$ cat src/rtl/cct_timer.sv
module cct_timer #(
  parameter int W  = 16,
  parameter int AW = 3
) (
  input  logic          clk,
  input  logic          rst_n,
  input  logic          bus_we,
  input  logic [AW-1:0] bus_addr,
  input  logic [W-1:0]  bus_wdata,
  output logic [W-1:0]  bus_rdata,
  input  logic          ext_clk,
  input  logic          cap_a,
  input  logic          cap_b,
  output logic          cmp_out
);
  localparam int PW = 7;
  localparam logic [AW-1:0] A_CTRL = AW'(0);
  localparam logic [AW-1:0] A_CNT  = AW'(1);
  localparam logic [AW-1:0] A_CMP0 = AW'(2);
  localparam logic [AW-1:0] A_CMP1 = AW'(3);
  localparam logic [AW-1:0] A_CAPA = AW'(4);
  localparam logic [AW-1:0] A_CAPB = AW'(5);
  localparam logic [AW-1:0] A_STAT = AW'(6);

  logic          run, pwm;
  logic [2:0]    sel;
  logic [1:0]    ea, eb, act0, act1;
  logic [W-1:0]  cnt, cmp0, cmp1, cap_a_q, cap_b_q;
  logic          fa, fb, fov, out_q;
  logic [2:0]    xs, as_s, bs_s;
  logic [PW-1:0] pre, pmask;

  logic ctrl_w, stat_w, clr;
  assign ctrl_w = bus_we && bus_addr == A_CTRL;
  assign stat_w = bus_we && bus_addr == A_STAT;
  assign clr    = ctrl_w && bus_wdata[1];

  logic x_rise, a_rise, a_fall, b_rise, b_fall;
  assign x_rise = xs[1] & ~xs[2];
  assign a_rise = as_s[1] & ~as_s[2];
  assign a_fall = ~as_s[1] & as_s[2];
  assign b_rise = bs_s[1] & ~bs_s[2];
  assign b_fall = ~bs_s[1] & bs_s[2];

  assign pmask = PW'((8'd2 << sel) - 8'd1);

  logic tick;
  assign tick = run && ((sel == 3'd7) ? x_rise : ((pre & pmask) == pmask));

  logic [W-1:0] cnt_inc;
  logic period_end, ovf_evt, match_evt, cap_a_evt, cap_b_evt;
  assign cnt_inc    = cnt + W'(1);
  assign period_end = pwm && cnt == cmp1;
  assign ovf_evt    = tick && !pwm && !clr && cnt == '1;
  assign match_evt  = tick && !pwm && !clr && cnt_inc == cmp0;
  assign cap_a_evt  = !pwm && ((ea[0] && a_rise) || (ea[1] && a_fall));
  assign cap_b_evt  = !pwm && ((eb[0] && b_rise) || (eb[1] && b_fall));

  always_ff @(posedge clk or negedge rst_n) begin
    if (!rst_n) begin
      run  <= 1'b0;
      pwm  <= 1'b0;
      sel  <= '0;
      ea   <= '0;
      eb   <= '0;
      act0 <= '0;
      act1 <= '0;
    end else if (ctrl_w) begin
      run  <= bus_wdata[0];
      pwm  <= bus_wdata[2];
      ea   <= bus_wdata[7:6];
      eb   <= bus_wdata[9:8];
      act0 <= bus_wdata[11:10];
      act1 <= bus_wdata[13:12];
      if (!run) sel <= bus_wdata[5:3];
    end
  end

  always_ff @(posedge clk or negedge rst_n) begin
    if (!rst_n) begin
      cmp0 <= '0;
      cmp1 <= '0;
    end else if (bus_we) begin
      if (bus_addr == A_CMP0) cmp0 <= bus_wdata;
      if (bus_addr == A_CMP1) cmp1 <= bus_wdata;
    end
  end

  always_ff @(posedge clk or negedge rst_n) begin
    if (!rst_n) begin
      xs   <= '0;
      as_s <= '0;
      bs_s <= '0;
      pre  <= '0;
    end else begin
      xs   <= {xs[1:0], ext_clk};
      as_s <= {as_s[1:0], cap_a};
      bs_s <= {bs_s[1:0], cap_b};
      pre  <= run ? pre + PW'(1) : '0;
    end
  end

  always_ff @(posedge clk or negedge rst_n) begin
    if (!rst_n) cnt <= '0;
    else if (clr) cnt <= '0;
    else if (tick) cnt <= period_end ? '0 : cnt_inc;
  end

  always_ff @(posedge clk or negedge rst_n) begin
    if (!rst_n) out_q <= 1'b0;
    else if (match_evt) begin
      case (act0)
        2'b01:   out_q <= 1'b0;
        2'b10:   out_q <= 1'b1;
        2'b11:   out_q <= ~out_q;
        default: out_q <= out_q;
      endcase
    end
  end

  always_ff @(posedge clk or negedge rst_n) begin
    if (!rst_n) begin
      cap_a_q <= '0;
      cap_b_q <= '0;
      fa      <= 1'b0;
      fb      <= 1'b0;
      fov     <= 1'b0;
    end else begin
      if (cap_a_evt) cap_a_q <= cnt;
      if (cap_b_evt) cap_b_q <= cnt;
      fa  <= (fa  & ~(stat_w & bus_wdata[0])) | cap_a_evt;
      fb  <= (fb  & ~(stat_w & bus_wdata[1])) | cap_b_evt;
      fov <= (fov & ~(stat_w & bus_wdata[2])) | ovf_evt;
    end
  end

  logic pwm_on, pwm_lvl;
  assign pwm_on  = cnt < cmp0;
  assign pwm_lvl = (act0 == 2'b10) ? pwm_on : (act0 == 2'b01) ? ~pwm_on : 1'b0;
  assign cmp_out = pwm ? pwm_lvl : out_q;

  always_comb begin
    case (bus_addr)
      A_CTRL:  bus_rdata = W'({act1, act0, eb, ea, sel, pwm, 1'b0, run});
      A_CNT:   bus_rdata = cnt;
      A_CMP0:  bus_rdata = cmp0;
      A_CMP1:  bus_rdata = cmp1;
      A_CAPA:  bus_rdata = cap_a_q;
      A_CAPB:  bus_rdata = cap_b_q;
      A_STAT:  bus_rdata = W'({fov, fb, fa});
      default: bus_rdata = '0;
    endcase
  end
endmodule


$ cat config.mk
export PLATFORM = sky130hd
export DESIGN_NAME = cct_timer
export DESIGN_NICKNAME = d
export VERILOG_FILES = /design/src/rtl/cct_timer.sv
export SDC_FILE = /design/constraint.sdc
export NUM_CORES = 1
export LEC_CHECK = 0
export ABC_AREA = 1
export ABC_CLOCK_PERIOD_IN_PS = 1800
export BUFFER_PORTS_ARGS = -buffer_cell sky130_fd_sc_hd__buf_2
export CAP_MARGIN = 20
export CELL_PAD_IN_SITES_DETAIL_PLACEMENT = 2
export CELL_PAD_IN_SITES_GLOBAL_PLACEMENT = 2
export CORE_AREA = 2 2 140 142
export CTS_BUF_LIST = sky130_fd_sc_hd__clkbuf_8 sky130_fd_sc_hd__clkbuf_16
export DETAILED_ROUTE_END_ITERATION = 7
export DIE_AREA = 0 0 142 144
export PLACE_DENSITY = 0.78
export SYNTH_ARGS = -nofsm -noshare
export SYNTH_HDL_FRONTEND = slang
export SYNTH_SLANG_ARGS = --single-unit
$ cat constraint.sdc
create_clock -name clk -period 1.8 [get_ports clk]
set_input_delay 0.18 -clock clk [delete_from_list [all_inputs] [get_ports clk]]
set_output_delay 0.18 -clock clk [all_outputs]
set_load 0.03 [all_outputs]
==> run metrics, run 1 <==
#FFs+latches synth=approximately 110; ANT cells=0; Vias=between 7000 and 8000; P_leak=roughly 4.4 nW; Switch Pwr=~0.0037 W; max cap viols=0; GP Congestion=between 0.8 and 0.9; Rows=51; Synth top cells by count=226 x nand2_1, 114 x o21ai_0, 113 x dfrtp_1, 87 x inv_1, 46 x nand3_1; worst path bufs/invs=2; clock skew=0.0201 ns; final WL=roughly 40000 µm; CP Max Fanout=2; Top Family by Delay on Critical Path=compound AO/OA/AOI/OAI gates; failing checks=setup timing; total number of H-tree levels=4; Die H=between 100 and 150 µm; number of I/O port buffers=41; Initial Util=between 30% and 40%; Clock Tree Buf Depth=2; clk slew on worst S/H paths=about 0.060 ns; Tightest Pin Transition=0.649 ns; worst vdd ir=0.00115 V; relative slew slack=between 50% and 60%; asr flop ratio synth=100%; Internal=just over 0.006 W; WS Path Type=register to primary output; status=finished with violations; area leader, netlist=dfrtp_1; number of routed nets with antenna violations=0; register area=around 2800 µm²; core area=roughly 19000 µm²; fillers=2018; Slew Viols, Final=0; WP data arrival=~2.5 ns; drt pass-1 iters=5; initial antenna violation count=0; layout cell share with drive strength beyond 1=between 30 and 40%; CTS Buf Count=17; Design Area, Final=around 9500 µm²; Starting DRT DRC Count=around 560; share of the synthesized area in the top cell type=between 40 and 50%; footprint of the multi-input gates=3640 µm²; Final #Nets=1036; DIE WIDTH=approximately 140 µm; sw frac=a little under two fifths; Critical Path Max Stage Delay=between 0.4 and 0.5 ns; synthesized area=approximately 6100 µm²; Final setup viols=33; total negative setup slack=-16.97 ns; Logic pwr share=31.8%; final routed DRC violation total=0; Seq/Total Area, Yosys=a little under half; Yosys warning total=0; wire length per cell=approximately 33 µm; Main synth FF type=dfrtp_1; clock latency on the worst-skew pair=~0.46 ns; I/O pin cnt=between 40 and 50; minimum clock period=approximately 2.7 ns; Synth area leaders=dfrtp_1 46%, nand2_1 14%, o21ai_0 9.3%, inv_1 5.3%, ha_1 3.9%; worst-path cell with the longest stage delay=dfrtp_1; total gr overflow=0; RSZ-0062 raised after global routing=true; TritonCTS clock tree=yes; synthesized area per cell=between 7 and 8 µm²; PwrDens=slightly above 1000 nW/µm²; endpoint class of the critical path=primary output; Area Growth Syn to Fin=54.9%; top-count cell post-synth=nand2_1; Area after DPL=~7500 µm²; first-pass GRT wire length=roughly 50000 µm; final worst-path cycle share=151%; syn_nets=832; clk root buf=clkbuf_16; Data required, critical path=1.62 ns; Mapped Cells=about 800; Critical Path Start Type=register; CP Cell Sequence=ha_1, inv_1, a21oi_2, o21ai_2, nand4_1, o211ai_1, nand3_1, o211ai_1, nand3_1, nand2_2, buf_6; sequential share of power=roughly a third; Final Worst Setup Slack=-0.917 ns; power share of the clock group=a little over a third; final hold viol count=0; DP HPWL=approximately 19000 µm; Yosys cell types=36; gr usage total=between 30% and 40%; largest net degree at the start of global routing=46; f_max=about 0.37 GHz; vias in the first global route=approximately 8000; number of enable flip-flop cells after synthesis=0; Die ar.=about 20000 µm²; worst min-delay path class=input pin to register; clk sinks=between 100 and 150; Vias/cell=between 6 and 7
-- final timing paths --
| kind | start | endpoint | slack (ns) | depth (start not counted) |
|---|---|---|---|---|
| worst min-delay path | bus_wdata[10] | act0[0] | 0.03 | 3 |
| min in group asynchronous | rst_n | pre[2] | 0.24 | 2 |
| worst max register to register | cnt[8] | cnt[5] | -0.81 | 11 |
| worst min register to register | bs_s[0] | bs_s[1] | 0.35 | 0 |
| max in group asynchronous | rst_n | cnt[0] | 0.89 | 3 |
| worst max-delay path | cmp0[0] | cmp_out | -0.92 | 11 |
-- cell families after synthesis --
| kind of cell | Yosys count | share of synthesized area [%] |
|---|---|---|
| fa+ha+maj | 19 | 3.87 |
| buf+inv | 114 | 7.17 |
| simple gates | 353 | 24.9 |
| compound gates | 180 | 16.7 |
| flops | 113 | 46.0 |
| xor+xnor | 9 | 1.28 |
-- power by group through the flow --
| stage | sequential [W] | clock, W | combinational [W] |
|---|---|---|---|
| 3_5_place_dp | 0.00310 | 0 | 0.00199 |
| 3_3_place_gp | 0.00308 | 0 | 0.00190 |
| 6_report | 0.00314 | 0.00351 | 0.00310 |
| 5_1_grt | 0.00316 | 0.00361 | 0.00324 |
| 4_1_cts | 0.00308 | 0.00343 | 0.00240 |
| 2_1_floorplan | 0.00306 | 0 | 0.000977 |
-- metrics by stage --
step	setup WS, ns	utilization (%)	instances	total power (W)	hold slack, ns
floorplan	0.00645	-	788	0.00403	-0.116
global placement	-0.272	39.4	1161	0.00498	0.157
detailed placement	-0.355	39.4	1161	0.00509	0.151
CTS	-0.682	46.2	1218	0.00892	0.00653
global route	-0.988	49.9	1243	0.0100	0.0359
finish	-0.917	49.9	1243	0.00975	0.0290
-- sequential cells by signal (all words and copies together), names as in the netlist, 3 cells and up --
signal / count
cap_a_q: 16
cap_b_q: 16
cmp0: 16
cmp1: 16
cnt: 16
pre: 7
as_s: 3
bs_s: 3
sel: 3
xs: 3
-- cell usage in the layout (no fill, tap or decap), types with 6 or more instances in the layout --
cell type,n
buf_12,9
nand2_1,207
nand2_2,17
inv_4,9
a21oi_1,15
buf_2,23
ha_1,13
o21ai_0,90
buf_4,125
nor2_2,15
o21ai_2,14
dfrtp_1,108
o21ai_1,6
clkbuf_16,17
buf_6,45
inv_2,15
inv_1,68
a221oi_2,9
a21oi_2,7
nand3_1,33
o21ai_4,7
nand2_4,6
nor3_1,7
nor2_4,7
ha_4,6
nor2_1,22
nand3_4,7
nand4_1,15
nand3_2,6
-- routing by layer --
| layer | global-route usage (%) | up-vias | wire, µm |
|---|---|---|---|
| met3 | 6.29 | 238 | 2670 |
| li1 | - | 3058 | - |
| met5 | 0 | - | 0 |
| met2 | 62.2 | 473 | 19800 |
| met4 | 24.5 | 0 | 3610 |
| met1 | 36.7 | 3858 | 14400 |
-- timing repair --
action,in CTS,in global routing
pin swaps,26,27
hold buffers,4,0
resized for setup,165,113
buffers inserted,23,31
endpoints found under the setup margin,35,35
hold endpoints to repair,30,0
-- tightest hold or removal path, cell delays in order --
cell and delay (ns):
buf_2 0.10, inv_1 0.07, o21ai_0 0.08
-- final cells by class --
type / instances / area share, %
clock buffer: 17 / 4.47
clock inverter: 15 / 1.54
inverter: 92 / 3.97
multi-input combinational: 561 / 38.3
sequential: 113 / 29.8
tap: 238 / 3.13
timing repair buffer: 207 / 18.9
Power figures use the tool's default switching activity.
==> run 2: changes to the inputs <==
Settings changed: CORE_AREA 2 2 140 142 to 2 2 164 166, DIE_AREA 0 0 142 144 to 0 0 166 168, PLACE_DENSITY 0.78 to 0.6.
==> run 2 against run 1 <==
Compared with the run above: the run still ends with setup timing left; sequential power fell by 2%; setup slack improved by 0.31 ns; final area rose by 1.3%; clock power fell by 5%; combinational power fell by 7.7%; register-to-register slack improved by 0.37 ns; total power fell by 4.6%; critical endpoint unchanged; largest cell class unchanged; largest power group unchanged.
==> run metrics, run 2 (synthesis results as in run 1) <==
status=finished with violations (unchanged); failing checks=setup timing (unchanged); max cap viols=0 (unchanged); clock latency on the worst-skew pair=0.43 ns (was 0.46 ns); CP Cell Sequence=inv_4, ha_1, inv_1, a21oi_2, o21ai_2, nand4_1, o211ai_1, nand3_1, nand2_1, o21ai_1, nand3_1, nand2_2, buf_6 (was ha_1, inv_1, a21oi_2, o21ai_2, nand4_1, o211ai_1, nand3_1, o211ai_1, nand3_1, nand2_2, buf_6); total number of H-tree levels=4 (unchanged); clk root buf=clkbuf_16 (unchanged); core area=26400 µm² (was 19100 µm²); Clock Tree Buf Depth=2 (unchanged); DIE WIDTH=166 µm (was 142 µm); WP data arrival=2.22 ns (was 2.54 ns); sequential share of power=33.3% (was 32.2%); final routed DRC violation total=0 (unchanged); fillers=2934 (was 2018); Internal=0.00598 W (was 0.00605 W); clock skew=0.00972 ns (was 0.0201 ns); P_leak=4.54 nW (was 4.42 nW); initial antenna violation count=0 (unchanged); Die ar.=27900 µm² (was 20400 µm²); GP Congestion=0.812 (was 0.890); Tightest Pin Transition=0.443 ns (was 0.649 ns); Vias=6677 (was 7627); worst path bufs/invs=3 (was 2); total negative setup slack=-7.09 ns (was -16.97 ns); CP most frequent cell=nand3_1; Data required, critical path=1.62 ns (about the same); TritonCTS clock tree=yes (unchanged); Die H=168 µm (was 144 µm); commonest non-fill, non-tap cell in the layout=nand2_1 (unchanged); CP Max Fanout=2 (unchanged); Final #Nets=1048 (was 1036); first-pass GRT wire length=43500 µm (was 51300 µm); ANT cells=0 (unchanged); wire length per cell=22.0 µm (was 32.6 µm); number of routed nets with antenna violations=0 (unchanged); worst-path cell with the longest stage delay=dfrtp_1 (unchanged); Critical Path Max Stage Delay=0.41 ns (was 0.45 ns); final hold viol count=0 (unchanged); Final setup viols=27 (was 33); Initial Util=23.3% (was 32.2%); worst min-delay path class=input pin to register (unchanged); minimum clock period=2.40 ns (was 2.72 ns); vias in the first global route=7197 (was 8202); Starting DRT DRC Count=271 (was 564); final WL=29800 µm (was 40500 µm); Logic pwr share=30.8% (was 31.8%); relative slew slack=70.5% (was 56.3%); Final Util=36.6% (was 49.9%); total gr overflow=0 (unchanged); endpoint class of the critical path=primary output (unchanged); Rows=60 (was 51); final worst-path cycle share=134% (was 151%); CTS Buf Count=17 (unchanged); power share of the clock group=35.9% (was 36.0%); PwrDens=964 nW/µm² (was 1020 nW/µm²); Switch Pwr=0.00331 W (was 0.00370 W); drt pass-1 iters=4 (was 5); WS Path Type=register to primary output (unchanged); Critical Path Start Type=register (unchanged); Final Worst Setup Slack=-0.605 ns (was -0.917 ns); most frequent cells in the layout=202 x nand2_1, 140 x buf_4, 107 x dfrtp_1 (was 207 x nand2_1, 125 x buf_4, 108 x dfrtp_1); clk slew on worst S/H paths=0.06 ns (about the same); Vias/cell=4.92 (was 6.14); clk sinks=113 (unchanged); Top Family by Delay on Critical Path=simple AND/OR/NAND/NOR gates (was compound AO/OA/AOI/OAI gates); DP HPWL=19800 µm (was 18700 µm); gr usage total=20.5% (was 34.6%); number of I/O port buffers=41 (unchanged); worst vdd ir=0.000704 V (was 0.00115 V); Area Growth Syn to Fin=57.0% (was 54.9%); layout cell share with drive strength beyond 1=39.7% (was 39.0%); largest net degree at the start of global routing=45 (was 46); Slew Viols, Final=0 (unchanged); sw frac=35.6% (was 37.9%); I/O pin cnt=42 (unchanged); f_max=0.416 GHz (was 0.368 GHz); RSZ-0062 raised after global routing=true (unchanged)
run 2: cell count changes in the layout (fill, tap and decap cells not counted), sizes merged:
cell      before  now
clkinv         6   11
clkbuf        17   18
bufinv         2    1
clkinvlp       5    2
inv           94   93
buf          203  214
run 2: final cells by class:
cell class                      count  area [µm²]  share of cell area [%]
Timing Repair Buffer              219        1900                    19.7
Multi-Input combinational cell    561        3530                    36.6
Clock buffer                       17         425                    4.41
Inverter                           92         390                    4.05
Sequential cell                   113        2840                    29.4
Tap cell                          341         427                    4.42
Clock inverter                     15         138                    1.43
run 2: stage by stage:
step                instance area (µm²)  power [W]  instances  setup WS, ns  hold slack (ns)
finish                             9650    0.00930       1358        -0.605           0.0246
global route                       9650    0.00971       1358        -0.738           0.0698
CTS                                9050    0.00885       1331        -0.579           0.0195
detailed placement                 7750    0.00514       1274        -0.388            0.153
global placement                   7750    0.00508       1274        -0.248            0.148
floorplan                          6160    0.00403        788       0.00645           -0.116
run 2: repair_timing:
| item | in CTS | in global routing |
|---|---|---|
| setup endpoints to repair | 35 | 35 |
| pin swaps | 31 | 37 |
| gates cloned | 1 | 0 |
| hold buffers | 4 | 0 |
| setup buffers | 21 | 31 |
| hold endpoints to repair | 29 | 0 |
| resized for setup | 158 | 104 |
run 2: path summary, 6_finish.rpt:
check,from,endpoint,slack [ns],depth (start not counted)
setup / recovery,cnt[0],cmp_out,-0.60,13
hold / removal,bus_wdata[5],sel[2],0.02,3
setup reg to reg,cnt[1],out_q,-0.44,17
hold reg to reg,xs[0],xs[1],0.35,0
max in group asynchronous,rst_n,cnt[1],0.93,3
min in group asynchronous,rst_n,cap_b_q[12],0.24,2
run 2: per-layer routing:
metal,wire [µm],up-vias,GRT usage (%)
li1,-,3079,-
met1,13200,3438,27.1
met2,15200,119,35.6
met3,802,41,2.68
met4,615,0,5.22
met5,0,-,0
run 2: power groups by stage:
stage	Clock, W	Sequential (W)	Combinational, W
CTS	0.00337	0.00307	0.00241
detailed placement	0	0.00311	0.00203
finish	0.00334	0.00309	0.00286
global route	0.00350	0.00313	0.00309
floorplan	0	0.00306	0.000977
global placement	0	0.00309	0.00199
run 2: tightest hold or removal path: stages:
cell	delay [ns]
buf_2	0.11
nand2_1	0.05
o21ai_0	0.07
==> run 3: changes to the inputs <==
Settings changed: SETUP_SLACK_MARGIN set to 0.2.
==> run 3 against run 2 <==
Compared with the run above: the flow still finishes with violations (setup timing); sequential share of layout area increased by 0.51 points; global-route usage decreased by 0.87 points; via count decreased by 3.2%; sequential cell count unchanged; final cell count decreased by 0.66%; critical path type unchanged; critical endpoint unchanged; largest cell class unchanged; highest routed layer unchanged.
==> run metrics, run 3 (synthesis results as in run 1) <==
number of routed nets with antenna violations=0 (unchanged); Placed Cells incl. Taps=1272 (was 1274); RR Startpoint=cnt[1] (unchanged); drt pass-1 iters=5 (was 4); clk slew on worst S/H paths=0.06 ns (about the same); final worst-path cycle share=131% (was 134%); max cap viols=0 (unchanged); Tot Pwr=0.00921 W (was 0.00930 W); GP Congestion=0.812 (unchanged); layout cell share with drive strength beyond 1=37.9% (was 39.7%); Worst Hold End=sel[2] (unchanged); vias in the first global route=7235 (was 7197); Die ar.=27900 µm² (unchanged); clock skew=0.0131 ns (was 0.00972 ns); total gr overflow=0 (unchanged); TritonCTS clock tree=yes (unchanged); Die H=168 µm (unchanged); Initial Util=23.3% (unchanged); DIE WIDTH=166 µm (unchanged); Vias=6462 (was 6677); Data required, critical path=1.62 ns (about the same); commonest non-fill, non-tap cell in the layout=nand2_1 (unchanged); ANT cells=0 (unchanged); CP Max Fanout=2 (unchanged); clk sinks=113 (unchanged); worst r2r dst=out_q (unchanged); P_leak=4.47 nW (was 4.54 nW); clk root buf=clkbuf_16 (unchanged); Area Growth Syn to Fin=54.3% (was 57.0%); CTS Buf Count=17 (unchanged); Tightest Pin Transition=0.463 ns (was 0.443 ns); Final #Nets=1039 (was 1048); relative slew slack=68.9% (was 70.5%); final WL=27200 µm (was 29800 µm); Starting DRT DRC Count=234 (was 271); total number of H-tree levels=4 (unchanged); Final Worst Setup Slack=-0.561 ns (was -0.605 ns); final hold viol count=0 (unchanged); final std cells w/o fill=1349 (was 1358); f_max=0.423 GHz (was 0.416 GHz); Vias/cell=4.79 (was 4.92); gr usage total=19.6% (was 20.5%); worst vdd ir=0.000448 V (was 0.000704 V); Reg2Reg Depth=16 (was 17); final routed DRC violation total=0 (unchanged); setup slack at placement=-0.400 ns (was -0.388 ns); largest net degree at the start of global routing=60 (was 45); RSZ-0062 raised after global routing=true (unchanged); Final setup viols=25 (was 27); wire length per cell=20.2 µm (was 22.0 µm); WS Path Type=register to primary output (unchanged); number of I/O port buffers=41 (unchanged); register area=2840 µm² (unchanged); PwrDens=971 nW/µm² (was 964 nW/µm²); failing checks=setup timing (unchanged); Rows=60 (unchanged); clock latency on the worst-skew pair=0.42 ns (was 0.43 ns); status=finished with violations (unchanged); DP HPWL=19100 µm (was 19800 µm); WP data arrival=2.18 ns (was 2.22 ns); core area=26400 µm² (unchanged); Critical Path Start Type=register (unchanged); worst min-delay path class=input pin to register (unchanged); Clock Tree Buf Depth=2 (unchanged); Slew Viols, Final=0 (unchanged); initial antenna violation count=0 (unchanged); worst hold start=bus_wdata[5] (unchanged); r2r setup slk=-0.34 ns (was -0.44 ns); minimum clock period=2.36 ns (was 2.40 ns); endpoint class of the critical path=primary output (unchanged); first-pass GRT wire length=42100 µm (was 43500 µm); hold depth=3 (unchanged); I/O pin cnt=42 (unchanged); most frequent cells in the layout=205 x nand2_1, 132 x buf_4, 107 x dfrtp_1 (was 202 x nand2_1, 140 x buf_4, 107 x dfrtp_1); fillers=2923 (was 2934); footprint of the multi-input gates=3460 µm² (was 3530 µm²); CP Launch Point=cnt[2] (was cnt[0])
## run 3: cell types whose count changed in the layout (fill, tap and decap cells not counted), sizes merged
| cell | delta |
|---|---|
| clkinvlp | +3 |
| dlygate4sd3 | +2 |
| buf | -10 |
| bufinv | +2 |
| clkbuf | -1 |
| clkinv | -7 |
| inv | +2 |
## run 3: cell type report
type / count / area share [%]
Multi-Input combinational cell: 561 / 36.5
Sequential cell: 113 / 29.9
Timing Repair Buffer: 210 / 19.0
Tap cell: 341 / 4.50
Clock buffer: 17 / 4.49
Inverter: 92 / 3.89
Clock inverter: 15 / 1.78
## run 3: stage by stage
stage / TNS, ns / utilization, % / hold WS (ns) / area [µm²]
2_1_floorplan: 0 / - / -0.116 / 6200
3_3_place_gp: -4.76 / 29.4 / -0.00235 / 7750
3_5_place_dp: -6.50 / 29.4 / 0.000103 / 7750
4_1_cts: -5.06 / 34.8 / 0.0112 / 9160
5_1_grt: -9.78 / 36.0 / 0.0338 / 9480
6_report: -5.44 / 36.0 / 0.0124 / 9480
## run 3: what timing repair did
action                                  in CTS  in global routing
hold endpoints to repair                   118                  0
endpoints found under the setup margin      35                 35
setup buffers                               27                 12
hold buffers                                 6                  0
pin swaps                                   34                 29
resized for setup                          151                 61
## run 3: power by group
group | switching, W | internal (W) | total (W)
logic | 0.00145 | 0.00119 | 0.00263
clock network | 0.00133 | 0.00217 | 0.00349
registers | 0.000266 | 0.00282 | 0.00309
## run 3: worst max path at each step
stage          endpoint  slack (ns)  cells past startpoint
3_5_place_dp     cnt[6]       -0.40                     11
4_1_cts         cmp_out       -0.59                     11
3_3_place_gp      out_q       -0.30                     15
2_1_floorplan   cnt[13]        0.02                     12
6_report        cmp_out       -0.56                     11
5_1_grt         cmp_out       -0.71                     10
## run 3: critical path: stages, from the launching register on
cell and delay (ns):
dfrtp_1 0.42, ha_1 0.29, nand2_1 0.06, o21ai_2 0.15, nand4_1 0.10, o211ai_1 0.12
nand3_1 0.14, nand2_1 0.09, o21ai_1 0.06, nand3_1 0.09, nand2_2 0.08, buf_6 0.14
## run 3: layer usage
layer / track usage (%) / routed length [µm] / part of all wire (%) / vias to the layer above
li1: - / - / - / 3064
met1: 24.9 / 12000 / 44 / 3304
met2: 35.3 / 14100 / 52 / 70
met3: 2.52 / 555 / 2.0 / 24
met4: 5.26 / 513 / 1.9 / 0
met5: 0 / 0 / 0 / -
